File: src/rtl/dial_seq_pkg.sv
package dial_seq_pkg;

  // Gate sequencer states: a strobe is emitted in GATE_HIGH only
  typedef enum logic [1:0] {
    GATE_IDLE = 2'd0,
    GATE_HIGH = 2'd1,
    GATE_LOW  = 2'd2,
    GATE_DONE = 2'd3
  } gate_state_t;

endpackage

File: src/rtl/dial_tick_window.sv
module dial_tick_window #(
  parameter int SYNC_STAGES = 2,
  parameter int WIN_CYCLES  = 40,
  parameter int MIN_TICKS   = 60
) (
  input  logic clk,
  input  logic rst,
  input  logic tick_i,
  input  logic gate_busy_i,
  output logic win_o,
  output logic reload_o
);
  localparam int WIN_W = $clog2(WIN_CYCLES + 1);
  localparam int SEC_W = $clog2(MIN_TICKS);

  // Synchronizer plus one extra stage for edge detection
  logic [SYNC_STAGES:0] sync_q;
  logic [WIN_W-1:0]     win_cnt_q;
  logic [SEC_W-1:0]     sec_q;
  logic                 reload_q;
  logic                 rise;
  logic                 accept;

  always_ff @(posedge clk) begin
    if (rst) sync_q <= '0;
    else     sync_q <= {sync_q[SYNC_STAGES-1:0], tick_i};
  end

  assign rise   = sync_q[SYNC_STAGES-1] & ~sync_q[SYNC_STAGES];
  assign accept = rise & (win_cnt_q == '0) & ~gate_busy_i;

  // Window timer: open for WIN_CYCLES cycles after an accepted tick
  always_ff @(posedge clk) begin
    if (rst)                   win_cnt_q <= '0;
    else if (accept)           win_cnt_q <= WIN_W'(WIN_CYCLES);
    else if (win_cnt_q != '0)  win_cnt_q <= win_cnt_q - 1'b1;
  end

  // Seconds count and minute reload
  always_ff @(posedge clk) begin
    if (rst) begin
      sec_q    <= '0;
      reload_q <= 1'b0;
    end else begin
      reload_q <= 1'b0;
      if (accept) begin
        if (sec_q == SEC_W'(MIN_TICKS - 1)) begin
          sec_q    <= '0;
          reload_q <= 1'b1;
        end else begin
          sec_q <= sec_q + 1'b1;
        end
      end
    end
  end

  assign win_o    = (win_cnt_q != '0);
  assign reload_o = reload_q;

endmodule

File: src/rtl/dial_burst_gate.sv
module dial_burst_gate
  import dial_seq_pkg::*;
#(
  parameter int STEP         = 17,
  parameter int DELAY_STAGES = 4
) (
  input  logic clk,
  input  logic rst,
  input  logic win_i,
  output logic busy_o,
  output logic inc_o
);
  localparam int CNT_W = $clog2(STEP + 1);

  logic        win_sync_q;
  gate_state_t state_q;
  logic [CNT_W-1:0] sent_q;
  logic        pulse;

  // Resynchronize the window to the oscillator clock
  always_ff @(posedge clk) begin
    if (rst) win_sync_q <= 1'b0;
    else     win_sync_q <= win_i;
  end

  // Counted gate: alternate high/low while the window is open, stop at STEP
  always_ff @(posedge clk) begin
    if (rst) begin
      state_q <= GATE_IDLE;
      sent_q  <= '0;
    end else begin
      case (state_q)
        GATE_IDLE: if (win_sync_q) begin
          state_q <= GATE_HIGH;
          sent_q  <= CNT_W'(1);
        end
        GATE_HIGH: state_q <= (sent_q == CNT_W'(STEP)) ? GATE_DONE : GATE_LOW;
        GATE_LOW: begin
          if (win_sync_q) begin
            state_q <= GATE_HIGH;
            sent_q  <= sent_q + 1'b1;
          end else begin
            state_q <= GATE_DONE;
          end
        end
        default: if (!win_sync_q) begin
          state_q <= GATE_IDLE;
          sent_q  <= '0;
        end
      endcase
    end
  end

  assign pulse  = (state_q == GATE_HIGH);
  assign busy_o = (state_q != GATE_IDLE);

  // Delay line so a reload of the same tick lands first
  generate
    if (DELAY_STAGES == 0) begin : g_nodly
      assign inc_o = pulse;
    end else if (DELAY_STAGES == 1) begin : g_dly1
      logic dly_q;
      always_ff @(posedge clk) begin
        if (rst) dly_q <= 1'b0;
        else     dly_q <= pulse;
      end
      assign inc_o = dly_q;
    end else begin : g_dlyn
      logic [DELAY_STAGES-1:0] dly_q;
      always_ff @(posedge clk) begin
        if (rst) dly_q <= '0;
        else     dly_q <= {dly_q[DELAY_STAGES-2:0], pulse};
      end
      assign inc_o = dly_q[DELAY_STAGES-1];
    end
  endgenerate

endmodule

File: src/rtl/dial_pos_mirror.sv
module dial_pos_mirror #(
  parameter int POS_BITS = 10
) (
  input  logic                clk,
  input  logic                rst,
  input  logic                reload_i,
  input  logic                inc_i,
  output logic [POS_BITS-1:0] pos_o
);
  localparam logic [POS_BITS-1:0] POS_MAX = '1;

  logic [POS_BITS-1:0] pos_q;

  always_ff @(posedge clk) begin
    if (rst)                            pos_q <= '0;
    else if (reload_i)                  pos_q <= '0;
    else if (inc_i && pos_q != POS_MAX) pos_q <= pos_q + 1'b1;
  end

  assign pos_o = pos_q;

endmodule

File: src/rtl/dial_step_seq.sv
module dial_step_seq #(
  parameter int POS_BITS     = 10,
  parameter int STEP         = 17,
  parameter int MIN_TICKS    = 60,
  parameter int WIN_CYCLES   = 40,
  parameter int DELAY_STAGES = 4,
  parameter int SYNC_STAGES  = 2
) (
  input  logic                clk,
  input  logic                rst,
  input  logic                tick_i,
  output logic                inc_o,
  output logic                reload_o,
  output logic [POS_BITS-1:0] pos_o
);
  logic win;
  logic gate_busy;
  logic inc_int;
  logic reload_int;

  dial_tick_window #(
    .SYNC_STAGES(SYNC_STAGES),
    .WIN_CYCLES (WIN_CYCLES),
    .MIN_TICKS  (MIN_TICKS)
  ) u_window (
    .clk        (clk),
    .rst        (rst),
    .tick_i     (tick_i),
    .gate_busy_i(gate_busy),
    .win_o      (win),
    .reload_o   (reload_int)
  );

  dial_burst_gate #(
    .STEP        (STEP),
    .DELAY_STAGES(DELAY_STAGES)
  ) u_gate (
    .clk   (clk),
    .rst   (rst),
    .win_i (win),
    .busy_o(gate_busy),
    .inc_o (inc_int)
  );

  dial_pos_mirror #(
    .POS_BITS(POS_BITS)
  ) u_mirror (
    .clk     (clk),
    .rst     (rst),
    .reload_i(reload_int),
    .inc_i   (inc_int),
    .pos_o   (pos_o)
  );

  assign inc_o    = inc_int;
  assign reload_o = reload_int;

endmodule

File: config.mk
export PLATFORM = sky130hd
export DESIGN_NAME = dial_step_seq
export DESIGN_NICKNAME = d
export VERILOG_FILES = /design/src/rtl/dial_seq_pkg.sv /design/src/rtl/dial_tick_window.sv /design/src/rtl/dial_burst_gate.sv /design/src/rtl/dial_pos_mirror.sv /design/src/rtl/dial_step_seq.sv
export SDC_FILE = /design/constraint.sdc
export NUM_CORES = 1
export LEC_CHECK = 0
export BUFFER_PORTS_ARGS = -buffer_cell sky130_fd_sc_hd__buf_2
export CAP_MARGIN = 20
export CORE_UTILIZATION = 40
export DETAILED_ROUTE_END_ITERATION = 10
export PLACE_DENSITY = 0.54
export SYNTH_ARGS = -nofsm -noshare
export SYNTH_HDL_FRONTEND = slang
export SYNTH_SLANG_ARGS = --single-unit
File: constraint.sdc
create_clock -name clk -period 3.1 [get_ports clk]
set_clock_uncertainty 0.05 [all_clocks]
set_input_delay 0.31 -clock clk [delete_from_list [all_inputs] [get_ports clk]]
set_output_delay 0.31 -clock clk [all_outputs]
set_load 0.02 [all_outputs]
# After elaboration in Yosys (flattened, before gate mapping)
# Cells that the tools add are included.
[totals]
ff_bits = 38
output_inout_bits = 12
[op_classes]
add_sub_neg = 4
eq_ne = 9
muxes = 13
n_bitwise = 7
n_reduce_logical = 11
[op_table]
columns = ["cell", "n"]
rows = [
  ["$mux 6", 3],
  ["$mux 5", 3],
  ["$pmux 5 s3", 1],
  ["$add 10x1->10 const B", 1],
  ["$ne 10x10->1 const B", 1],
  ["$add 6x1->6 const B", 1],
  ["$eq 6x6->1 const B", 1],
  ["$logic_not 6->1", 1],
  ["$mux 2", 3],
  ["$pmux 2 s3", 1],
  ["$reduce_bool 6->1", 1],
  ["$reduce_or 2->1", 3],
  ["$sub 6x1->6 const B", 1],
  ["$add 5x1->5 const B", 1],
  ["$eq 5x5->1 const B", 1],
  ["$ne 2x1->1 const B", 2],
  ["$ne 4x4->1 const B", 1],
  ["$not 1->1", 4],
  ["$reduce_and 4->1", 1],
  ["$reduce_bool 2->1", 2],
  ["$and 1x1->1", 3],
  ["$ne 3x3->1 const B", 1],
  ["$eq 2x1->1 const B", 1],
  ["$eq 2x2->1 const B", 1],
  ["other kinds (4)", 5],
]

# Depth between registers and ports, before layout
# Gate-level depths: netlist of the first run.
[logic_depth]
ltp_word = 6
depth_mapped = 8
mapped_depth_nobuf = 6

# Cells and area by module
# From an unflattened synthesis of the first run, not the netlist that was laid out.
[unflattened]
hier_cells = 193
area_unflattened_um2 = 1809.2
[modules_own_cells]
columns = ["module", "instances", "cells_each", "area_per_inst_um2", "seq_area_each_um2"]
rows = [
  ["dial_tick_window", 1, 78, 735.7, 320.3],
  ["dial_burst_gate", 1, 55, 538.0, 240.2],
  ["dial_pos_mirror", 1, 60, 535.5, 200.2],
]

# Least setup slack after synthesis of the first run
# No wires, ideal clock.
[synth_path]
path_type = "reg-to-reg"
from = "reg u_window.win_cnt_q[0]"
to = "reg u_window.sec_q[5]"
setup_ns = 0.070
t_arrival_ns = 2.201
required_time_ns = 2.980
path_slack_ns = 0.779
path_stages_with_launch = 9
period_less_slack_ns = 2.321
cell_sequence = "dfxtp_1 inv_1 ha_1 or4b_1 clkbuf_1 or3_1 clkbuf_2 or4_1 a21oi_1"
[synth_between]
elab_chain_cells = 3
[synth_lines]
columns = ["item", "line", "text"]
rows = [
  ["from (decl)", "dial_tick_window.sv:18", "logic [WIN_W-1:0] win_cnt_q;"],
  ["from (signal assigned)", "dial_tick_window.sv:35", "else if (accept) win_cnt_q <= WIN_W'(WIN_CYCLES);"],
  ["from (signal assigned)", "dial_tick_window.sv:36", "else if (win_cnt_q != '0) win_cnt_q <= win_cnt_q - 1'b1;"],
  ["$logic_not 6->1", "dial_tick_window.sv:30", "assign accept = rise & (win_cnt_q == '0) & ~gate_busy_i;"],
  ["$and 1x1->1 (2 in a row)", "dial_tick_window.sv:30", ""],
  ["to (signal assigned)", "dial_tick_window.sv:51", "sec_q <= sec_q + 1'b1;"],
  ["to (decl)", "dial_tick_window.sv:19", "logic [SEC_W-1:0] sec_q;"],
]
# No other way between the ends.
# A chain may end at the register's enable or synchronous reset.

# Worst setup path after layout of the first run
# Same ends and word-level chain as after synthesis.

==> impl_metrics.env, run 1 <==
export IMPL_cts_buffers=5
export IMPL_stdcell_area_um2=1902
export IMPL_syn_to_final_growth_pct=10.22
export IMPL_yosysTopAreaCell="dfxtp_1"
export IMPL_outcome="complete, no violations"
export IMPL_row_count=23
export IMPL_drt_total_wl_um=3106
export IMPL_seq_power_share=0.494
export IMPL_postSynthCellCount=200
export IMPL_diodes=0
export IMPL_crit_path_start_kind="register"
export IMPL_netlist_area_leader_share=0.4409
export IMPL_cpPeakStageDelay_ns=0.56
export IMPL_synthesis_area_um2=1725
export IMPL_wl_per_cell_um=11.90
export IMPL_layout_nets=218
export IMPL_grt_busiest_layer="met2"
export IMPL_finalCritPeriodShare=0.7847
export IMPL_cts_tree="yes"
export IMPL_p_clk_frac=0.270
export IMPL_grt_remaining_overflow=0
export IMPL_portBuffers=14
export IMPL_clk_pin_slew_ns=0.07
export IMPL_whs_endpoint="u_window.sync_q[0]"
export IMPL_dr_pass1_iters=4
export IMPL_ys_top_cells_by_area="dfxtp_1, nor2_1, a21oi_1"
export IMPL_hold_slack_ns=0.1881
export IMPL_rrSetupSlack_ns=0.67
export IMPL_max_slew_margin=0.6119
export IMPL_end_kind="register"
export IMPL_start_util=0.4252
export IMPL_cts_repair_resized=0
export IMPL_synth_seq_cells=38
export IMPL_clock_latency_ns=0.29
export IMPL_die_y_um=67.68
export IMPL_cp_cell_sequence="inv_1 > ha_1 > or4b_1 > or3_1 > or4_1 > a21oi_1"
export IMPL_finalSetupViolCount=0
export IMPL_hold_buffers=0
export IMPL_drtIter0Drc=84
export IMPL_rr_worst_depth=6
export IMPL_max_cap_viol_count=0
export IMPL_async_flop_share=0
export IMPL_use_met1=0.1938
export IMPL_holdCritPathClass="in -> reg"
export IMPL_critPathKind="reg -> reg"
export IMPL_fp_dieW_um=67.68
export IMPL_num_vias=1389
export IMPL_htreeDepth=2
export IMPL_reg2reg_to="u_window.sec_q[5]"
export IMPL_core_um2=4058
export IMPL_yosys_warnings=0
export IMPL_via_per_inst=5.322
export IMPL_remaining_drc_errors=0
export IMPL_rsz0062_at_grt="no"
export IMPL_ir_worst_vdd_mv=0.3293
export IMPL_worstPathArrival_ns=2.60
export IMPL_power_frac_comb=0.236
export IMPL_p_sw_frac=0.3268
export IMPL_ant_nets=0
export IMPL_syn_area_per_cell_um2=8.627
export IMPL_placed_area_um2=1807
export IMPL_slowest_stage="or4b_1"
export IMPL_p_leak_nw=0.6810
export IMPL_fin_crit_ns=2.432
export IMPL_ys_seq_area_frac=0.4409
export IMPL_grt_pass1_wl_um=5244
export IMPL_syn_num_nets=208
export IMPL_p_total_mw=1.311
export IMPL_worstPathMaxFanout=6
export IMPL_critPathRequiredTime_ns=3.27
export IMPL_gr_usage_met3=0.04561
export IMPL_grt_usage=0.1544
export IMPL_p_sw_mw=0.4286
export IMPL_ios=15
export IMPL_grt_use_met2=0.2364
export IMPL_fin_tns_setup_ns=0
export IMPL_cts_buffer_depth=2
export IMPL_globalplace_congestion=0.8106
export IMPL_dpl_hpwl_um=2112
export IMPL_finalHoldViolations=0
export IMPL_drive_above_1_share=0.1327
export IMPL_holdPathStages=2
export IMPL_cts_setup_buffers=0
export IMPL_first_global_vias=1197
export IMPL_fmax_ghz=0.4111
export IMPL_r2r_start="u_window.win_cnt_q[0]"
export IMPL_cts_root_buf="clkbuf_8"
export IMPL_synth_edf_count=0
export IMPL_die_area_um2=4580
export IMPL_maxSlewViolCount=0
export IMPL_hp_start="tick_i"
export IMPL_p_int_mw=0.8829
export IMPL_yosys_most_used_dff="dfxtp_1"
export IMPL_cts_sinks=38
export IMPL_antenna_found_initial=0
export IMPL_tightest_slew_ns=0.5778
export IMPL_powerDensity_nw_per_um2=689.6
export IMPL_grt_max_degree=29
export IMPL_ys_types=47
[per-stage QoR]
step           setup WS [ns]  instances    util
3_5_place_dp          0.6995        253  0.4453
3_3_place_gp          0.7887        253  0.4453
2_1_floorplan         0.7795        200       -
6_report              0.6676        261  0.4687
5_1_grt               0.5715        261  0.4687
4_1_cts               0.6831        261  0.4687
[logic make-up (layout without fill, tap and decap cells)]
family,Yosys count,after routing,share of synthesized area
and+or+nand+nor,87,87,0.2690
AOI/OAI and AO/OA,40,40,0.1450
DFF,38,38,0.4409
buffers and inverters,18,29,0.04496
xor gates and xnor gates,9,9,0.04568
adders and majority gates,5,5,0.03626
muxes,3,3,0.01813
[placed cells by master, fill, tap and decap left out, drive strengths merged, types with 7 or more instances in the layout]
cell type and n:
dfxtp 38, nor2 23, a21oi 15, buf 14
nand2 12, nand3 11, o21ai 8, nor3 8
inv 7, nor2b 7
[worst max-delay path, delay by kind of cell, from the launching register on]
| kind | cells | cell delay (ns) |
|---|---|---|
| AO/OA/AOI/OAI | 1 | 0.16 |
| flip-flops | 1 | 0.35 |
| buffers and inverters | 1 | 0.07 |
| AND/OR/NAND/NOR | 3 | 1.52 |
| adder cells (fa/ha/maj) | 1 | 0.23 |
[cells in the mapped netlist, types with 2 or more instances]
cell type,instances
a211oi_1,2
a31oi_1,2
a211o_1,2
dfxtp_1,38
a21oi_1,15
nand3b_1,2
nand4_1,2
or4_1,3
mux2i_1,2
clkbuf_1,7
nor3_1,8
and3_1,2
nor4_1,2
nand3_1,11
or2b_1,2
clkbuf_2,2
o31ai_1,3
nand2_1,12
or4b_1,2
o21ai_0,8
xor2_1,4
inv_1,7
or2_2,2
xnor2_1,5
nor2b_1,7
nor2_1,23
ha_1,5
[per-layer routing]
metal  routed length, um  part of all wire  vias to the layer above
met5                   0                 0                        -
met4                  51             0.016                        0
met3                 164             0.053                        6
met2                1366              0.44                       30
met1                1523              0.49                      625
li1                    -                 -                      728
[registers in the layout, indices dropped and copies added, names as in the netlist]
register / flops
u_mirror.pos_o: 10
u_window.sec_q: 6
u_window.win_cnt_q: 6
u_gate.sent_q: 5
u_gate.g_dlyn.dly_q: 4
u_window.sync_q: 3
u_gate.state_q: 2
u_gate.win_sync_q: 1
u_window.reload_o: 1
[how the worst max path moves through the flow]
stage | startpoint | end | slack (ns)
after CTS | u_window.win_cnt_q[0] | u_window.sec_q[5] | 0.68
after global routing | u_window.win_cnt_q[0] | u_window.sec_q[5] | 0.57
after floorplan | u_window.win_cnt_q[0] | u_window.sec_q[5] | 0.78
after detailed placement | u_window.win_cnt_q[0] | u_window.sec_q[5] | 0.70
after global placement | u_window.win_cnt_q[0] | u_window.sec_q[5] | 0.79
final | u_window.win_cnt_q[0] | u_window.sec_q[5] | 0.67
[layout make-up]
class,instances,area [um2]
clock buffers,6,82.58
clock inverters,2,12.51
fillers,397,2156
inverters,7,26.28
multi-input cells,144,887.1
flip-flops and latches,38,760.7
well taps,50,62.56
repair buffers,14,70.07
[power by group through the flow]
| stage | clock network (mW) | logic, mW | registers, mW |
|---|---|---|---|
| after floorplan | 0 | 0.323 | 0.601 |
| after global placement | 0 | 0.305 | 0.653 |
| after detailed placement | 0 | 0.309 | 0.658 |
| after CTS | 0.369 | 0.312 | 0.648 |
| after global routing | 0.394 | 0.354 | 0.663 |
| final | 0.354 | 0.310 | 0.647 |
(Power assumes the default switching activity.)
==> inputs of run 2 (changes only) <==
- PLACE_DENSITY: 0.54 -> 0.56
- clock period: 3.1 -> 2.2 ns (I/O delays scaled with it)
==> impl_metrics.env, run 2 (synthesis results as in run 1) <==
export IMPL_outcome="complete, no violations"
export IMPL_globalplace_congestion=0.8241
export IMPL_die_y_um=67.68
export IMPL_multi_input_area_um2=899.6
export IMPL_grt_max_degree=29
export IMPL_start_util=0.4252
export IMPL_via_per_inst=5.307
export IMPL_cts_buffer_depth=2
export IMPL_cpPeakStageDelay_ns=0.50
export IMPL_slowest_stage="or4_1"
export IMPL_finalCritPeriodShare=0.9585
export IMPL_preCtsSetupSlack_ns=0.09519
export IMPL_num_vias=1417
export IMPL_cts_tree="yes"
export IMPL_p_leak_nw=0.7103
export IMPL_finalSetupViolCount=0
export IMPL_setup_slack_ns=0.09137
export IMPL_drtIter0Drc=36
export IMPL_finalHoldViolations=0
export IMPL_dpl_hpwl_um=2299
export IMPL_clk_pin_slew_ns=0.07
export IMPL_remaining_drc_errors=0
export IMPL_holdCritPathClass="in -> reg"
export IMPL_worstPathMaxFanout=5
export IMPL_drt_total_wl_um=3221
export IMPL_cts_sinks=38
export IMPL_fmax_ghz=0.4742
export IMPL_fp_dieW_um=67.68
export IMPL_diodes=0
export IMPL_seqCellArea_um2=763.2
export IMPL_ant_nets=0
export IMPL_cts_repair_resized=0
export IMPL_ir_worst_vdd_mv=0.4793
export IMPL_hold_buffers=0
export IMPL_grt_remaining_overflow=0
export IMPL_worstPathArrival_ns=2.28
export IMPL_final_cell_mix="dfxtp_1, nor2_1, a21oi_1"
export IMPL_syn_to_final_growth_pct=13.71
export IMPL_max_cap_viol_count=0
export IMPL_max_slew_margin=0.6377
export IMPL_cts_buffers=5
export IMPL_cts_setup_buffers=0
export IMPL_first_global_vias=1252
export IMPL_crit_path_start_kind="register"
export IMPL_cp_top_family="simple AND/OR/NAND/NOR gates"
export IMPL_drive_above_1_share=0.1797
export IMPL_antenna_found_initial=0
export IMPL_layout_nets=224
export IMPL_powerDensity_nw_per_um2=986.1
export IMPL_path_buf_inv=1
export IMPL_ios=15
export IMPL_grt_pass1_wl_um=5375
export IMPL_cp_cell_sequence="inv_2 > ha_4 > or4b_1 > or3_1 > or4_1 > a21oi_1"
export IMPL_rsz0062_at_grt="no"
export IMPL_largest_reg_flops=10
export IMPL_fin_tns_setup_ns=0
export IMPL_cts_root_buf="clkbuf_8"
export IMPL_dr_pass1_iters=4
export IMPL_clock_latency_ns=0.29
export IMPL_maxSlewViolCount=0
export IMPL_die_area_um2=4580
export IMPL_critPathKind="reg -> reg"
export IMPL_portBuffers=14
export IMPL_htreeDepth=2
export IMPL_tightest_slew_ns=0.5297
export IMPL_fillers=409
export IMPL_fin_util=0.4835
export IMPL_wl_per_cell_um=12.06
export IMPL_fin_crit_ns=2.109
export IMPL_row_count=23
export IMPL_end_kind="register"
export IMPL_final_common_cell="dfxtp_1"
export IMPL_grt_usage=0.1605
export IMPL_core_um2=4058
export IMPL_critPathRequiredTime_ns=2.37
## run 2: cell types whose count changed in the layout (fill, tap and decap cells not counted)
cell     change
buf_4        +6
dfxtp_1      -2
dfxtp_2      +2
ha_1         -1
ha_4         +1
inv_1        -2
inv_2        +2
## run 2: worst paths after layout
path                       endpoint  cells after the start  slack, ns                   start
max               u_window.sec_q[5]                      6       0.09   u_window.win_cnt_q[1]
min              u_window.sync_q[0]                      2       0.09                  tick_i
max reg2reg       u_window.sec_q[5]                      6       0.09   u_window.win_cnt_q[1]
min reg2reg  u_gate.g_dlyn.dly_q[3]                      1       0.39  u_gate.g_dlyn.dly_q[2]
## run 2: layout make-up
class	instances	area share
clock buffers	6	0.04209
clock inverters	2	0.006378
inverters	7	0.01339
multi-input cells	144	0.4585
flip-flops and latches	38	0.3890
well taps	50	0.03189
repair buffers	20	0.05867
## run 2: metal layers
layer  vias up  wire length, um  GRT usage
met3         7              110    0.04054
met5         -                0          0
met2        20             1487     0.2661
met1       646             1552     0.1831
met4         0               71    0.09840
li1        744                -          -
## run 2: through the flow
step,hold WS [ns],instance area [um2],power [mW],std cells
floorplan,0.2982,1742,1.333,200
global placement,0.3699,1867,1.432,259
detailed placement,0.3792,1867,1.453,259
CTS,0.08596,1962,1.953,267
global route,0.1275,1962,2.075,267
finish,0.09058,1962,1.935,267
## run 2: power by group
group / total, mW / internal (mW) / switching [mW]
Combinational: 0.547 / 0.274 / 0.273
Sequential: 0.892 / 0.783 / 0.109
Clock: 0.496 / 0.252 / 0.244
==> inputs of run 3 (changes only) <==
- CORE_UTILIZATION: 40 -> 39
- PLACE_DENSITY: 0.56 -> 0.55
==> impl_metrics.env, run 3 (synthesis results as in run 1) <==
export IMPL_ios=15
export IMPL_stdcell_area_um2=1969
export IMPL_outcome="complete, no violations"
export IMPL_drtIter0Drc=76
export IMPL_maxSlewViolCount=0
export IMPL_antenna_found_initial=0
export IMPL_drt_total_wl_um=3429
export IMPL_max_slew_margin=0.6555
export IMPL_fmax_ghz=0.4780
export IMPL_clock_latency_ns=0.29
export IMPL_hp_start="tick_i"
export IMPL_r2r_start="u_window.win_cnt_q[1]"
export IMPL_grt_usage=0.1660
export IMPL_wl_per_cell_um=12.79
export IMPL_die_area_um2=4694
export IMPL_tightest_slew_ns=0.5037
export IMPL_end_kind="register"
export IMPL_finalCritPeriodShare=0.9509
export IMPL_holdPathStages=2
export IMPL_rsz0062_at_grt="no"
export IMPL_htreeDepth=2
export IMPL_clk_pin_slew_ns=0.08
export IMPL_portBuffers=14
export IMPL_cp_cell_sequence="inv_2 > ha_4 > or4b_1 > or3_1 > or4_1 > a21oi_2"
export IMPL_finalSetupViolCount=0
export IMPL_core_um2=4115
export IMPL_cts_sinks=38
export IMPL_seqCellArea_um2=763.2
export IMPL_ant_nets=0
export IMPL_diodes=0
export IMPL_whs_endpoint="u_window.sync_q[0]"
export IMPL_fin_tns_setup_ns=0
export IMPL_worstPathMaxFanout=5
export IMPL_crit_path_start_kind="register"
export IMPL_reg2reg_to="u_window.sec_q[5]"
export IMPL_setup_slack_ns=0.1080
export IMPL_max_cap_viol_count=0
export IMPL_ir_worst_vdd_mv=0.6056
export IMPL_worstPathArrival_ns=2.27
export IMPL_via_per_inst=5.537
export IMPL_slowest_stage="or4_1"
export IMPL_syn_to_final_growth_pct=14.14
export IMPL_fp_dieW_um=68.52
export IMPL_remaining_drc_errors=0
export IMPL_start_util=0.4193
export IMPL_fillers=387
export IMPL_placed_area_um2=1874
export IMPL_powerDensity_nw_per_um2=988.0
export IMPL_finalHoldViolations=0
export IMPL_dpl_hpwl_um=2368
export IMPL_multi_input_area_um2=903.4
export IMPL_path_buf_inv=1
export IMPL_cts_buffer_depth=2
export IMPL_grt_max_degree=29
export IMPL_cts_buffers=5
export IMPL_holdCritPathClass="in -> reg"
export IMPL_fin_crit_ns=2.092
export IMPL_final_cell_mix="dfxtp_1, nor2_1, a21oi_1, buf_2, nand2_1"
export IMPL_largest_reg_flops=10
export IMPL_layout_nets=225
export IMPL_dr_pass1_iters=4
export IMPL_rr_worst_depth=6
export IMPL_globalplace_congestion=0.8081
export IMPL_final_common_cell="dfxtp_1"
export IMPL_cp_top_family="simple AND/OR/NAND/NOR gates"
export IMPL_row_count=23
export IMPL_grt_pass1_wl_um=5775
export IMPL_critPathKind="reg -> reg"
export IMPL_p_total_mw=1.946
export IMPL_grt_remaining_overflow=0
export IMPL_p_leak_nw=0.7164
export IMPL_critPathRequiredTime_ns=2.38
export IMPL_cts_root_buf="clkbuf_8"
export IMPL_cpPeakStageDelay_ns=0.54
export IMPL_final_cell_count_no_fill=268
export IMPL_first_global_vias=1337
export IMPL_rrSetupSlack_ns=0.11
export IMPL_num_vias=1484
export IMPL_preCtsSetupSlack_ns=0.09157
export IMPL_die_y_um=68.52
export IMPL_cts_tree="yes"
export IMPL_drive_above_1_share=0.1835
export IMPL_placedCellCount=260
[run 3: metal layers]
layer  global-route usage  wire, um  up-vias
li1                     -         -      738
met1               0.2059      1679      705
met2               0.2696      1550       33
met3              0.03947       132        8
met4              0.07813        65        0
met5                    0         0        -
[run 3: final cells by class]
| cell class | count | area share |
|---|---|---|
| multi-input cells | 144 | 0.4587 |
| repair buffers | 21 | 0.06226 |
| clock inverters | 1 | 0.002541 |
| well taps | 50 | 0.03177 |
| clock buffers | 7 | 0.04384 |
| inverters | 7 | 0.01334 |
| flip-flops and latches | 38 | 0.3875 |
[run 3: where the power goes]
| group | leakage, nW | switching, mW | internal, mW |
|---|---|---|---|
| clock | 0.0482 | 0.232 | 0.253 |
| sequential | 0.310 | 0.108 | 0.783 |
| combinational | 0.359 | 0.281 | 0.289 |
| total | 0.716 | 0.621 | 1.33 |
[run 3: what timing repair did]
action | in CTS | in global routing
setup buffers | 0 | 0
hold buffers | 0 | 0
setup endpoints to repair | 0 | 1
resized for setup | 0 | 1
[run 3: worst max path at each step]
stage / startpoint / slack [ns] / depth (start not counted) / endpoint
floorplan: u_window.win_cnt_q[1] / -0.02 / 8 / u_window.sec_q[5]
global placement: u_window.win_cnt_q[1] / 0.16 / 6 / u_window.sec_q[5]
detailed placement: u_window.win_cnt_q[1] / 0.09 / 6 / u_window.sec_q[5]
CTS: u_window.win_cnt_q[1] / 0.1 / 6 / u_window.sec_q[5]
global route: u_window.win_cnt_q[1] / 0.02 / 6 / u_window.sec_q[5]
finish: u_window.win_cnt_q[1] / 0.11 / 6 / u_window.sec_q[5]
[run 3: stage by stage]
step	util	hold slack (ns)
after floorplan	-	0.2982
after global placement	0.4555	0.3759
after detailed placement	0.4555	0.3863
after CTS	0.4777	0.1110
after global routing	0.4786	0.1559
final	0.4786	0.1155
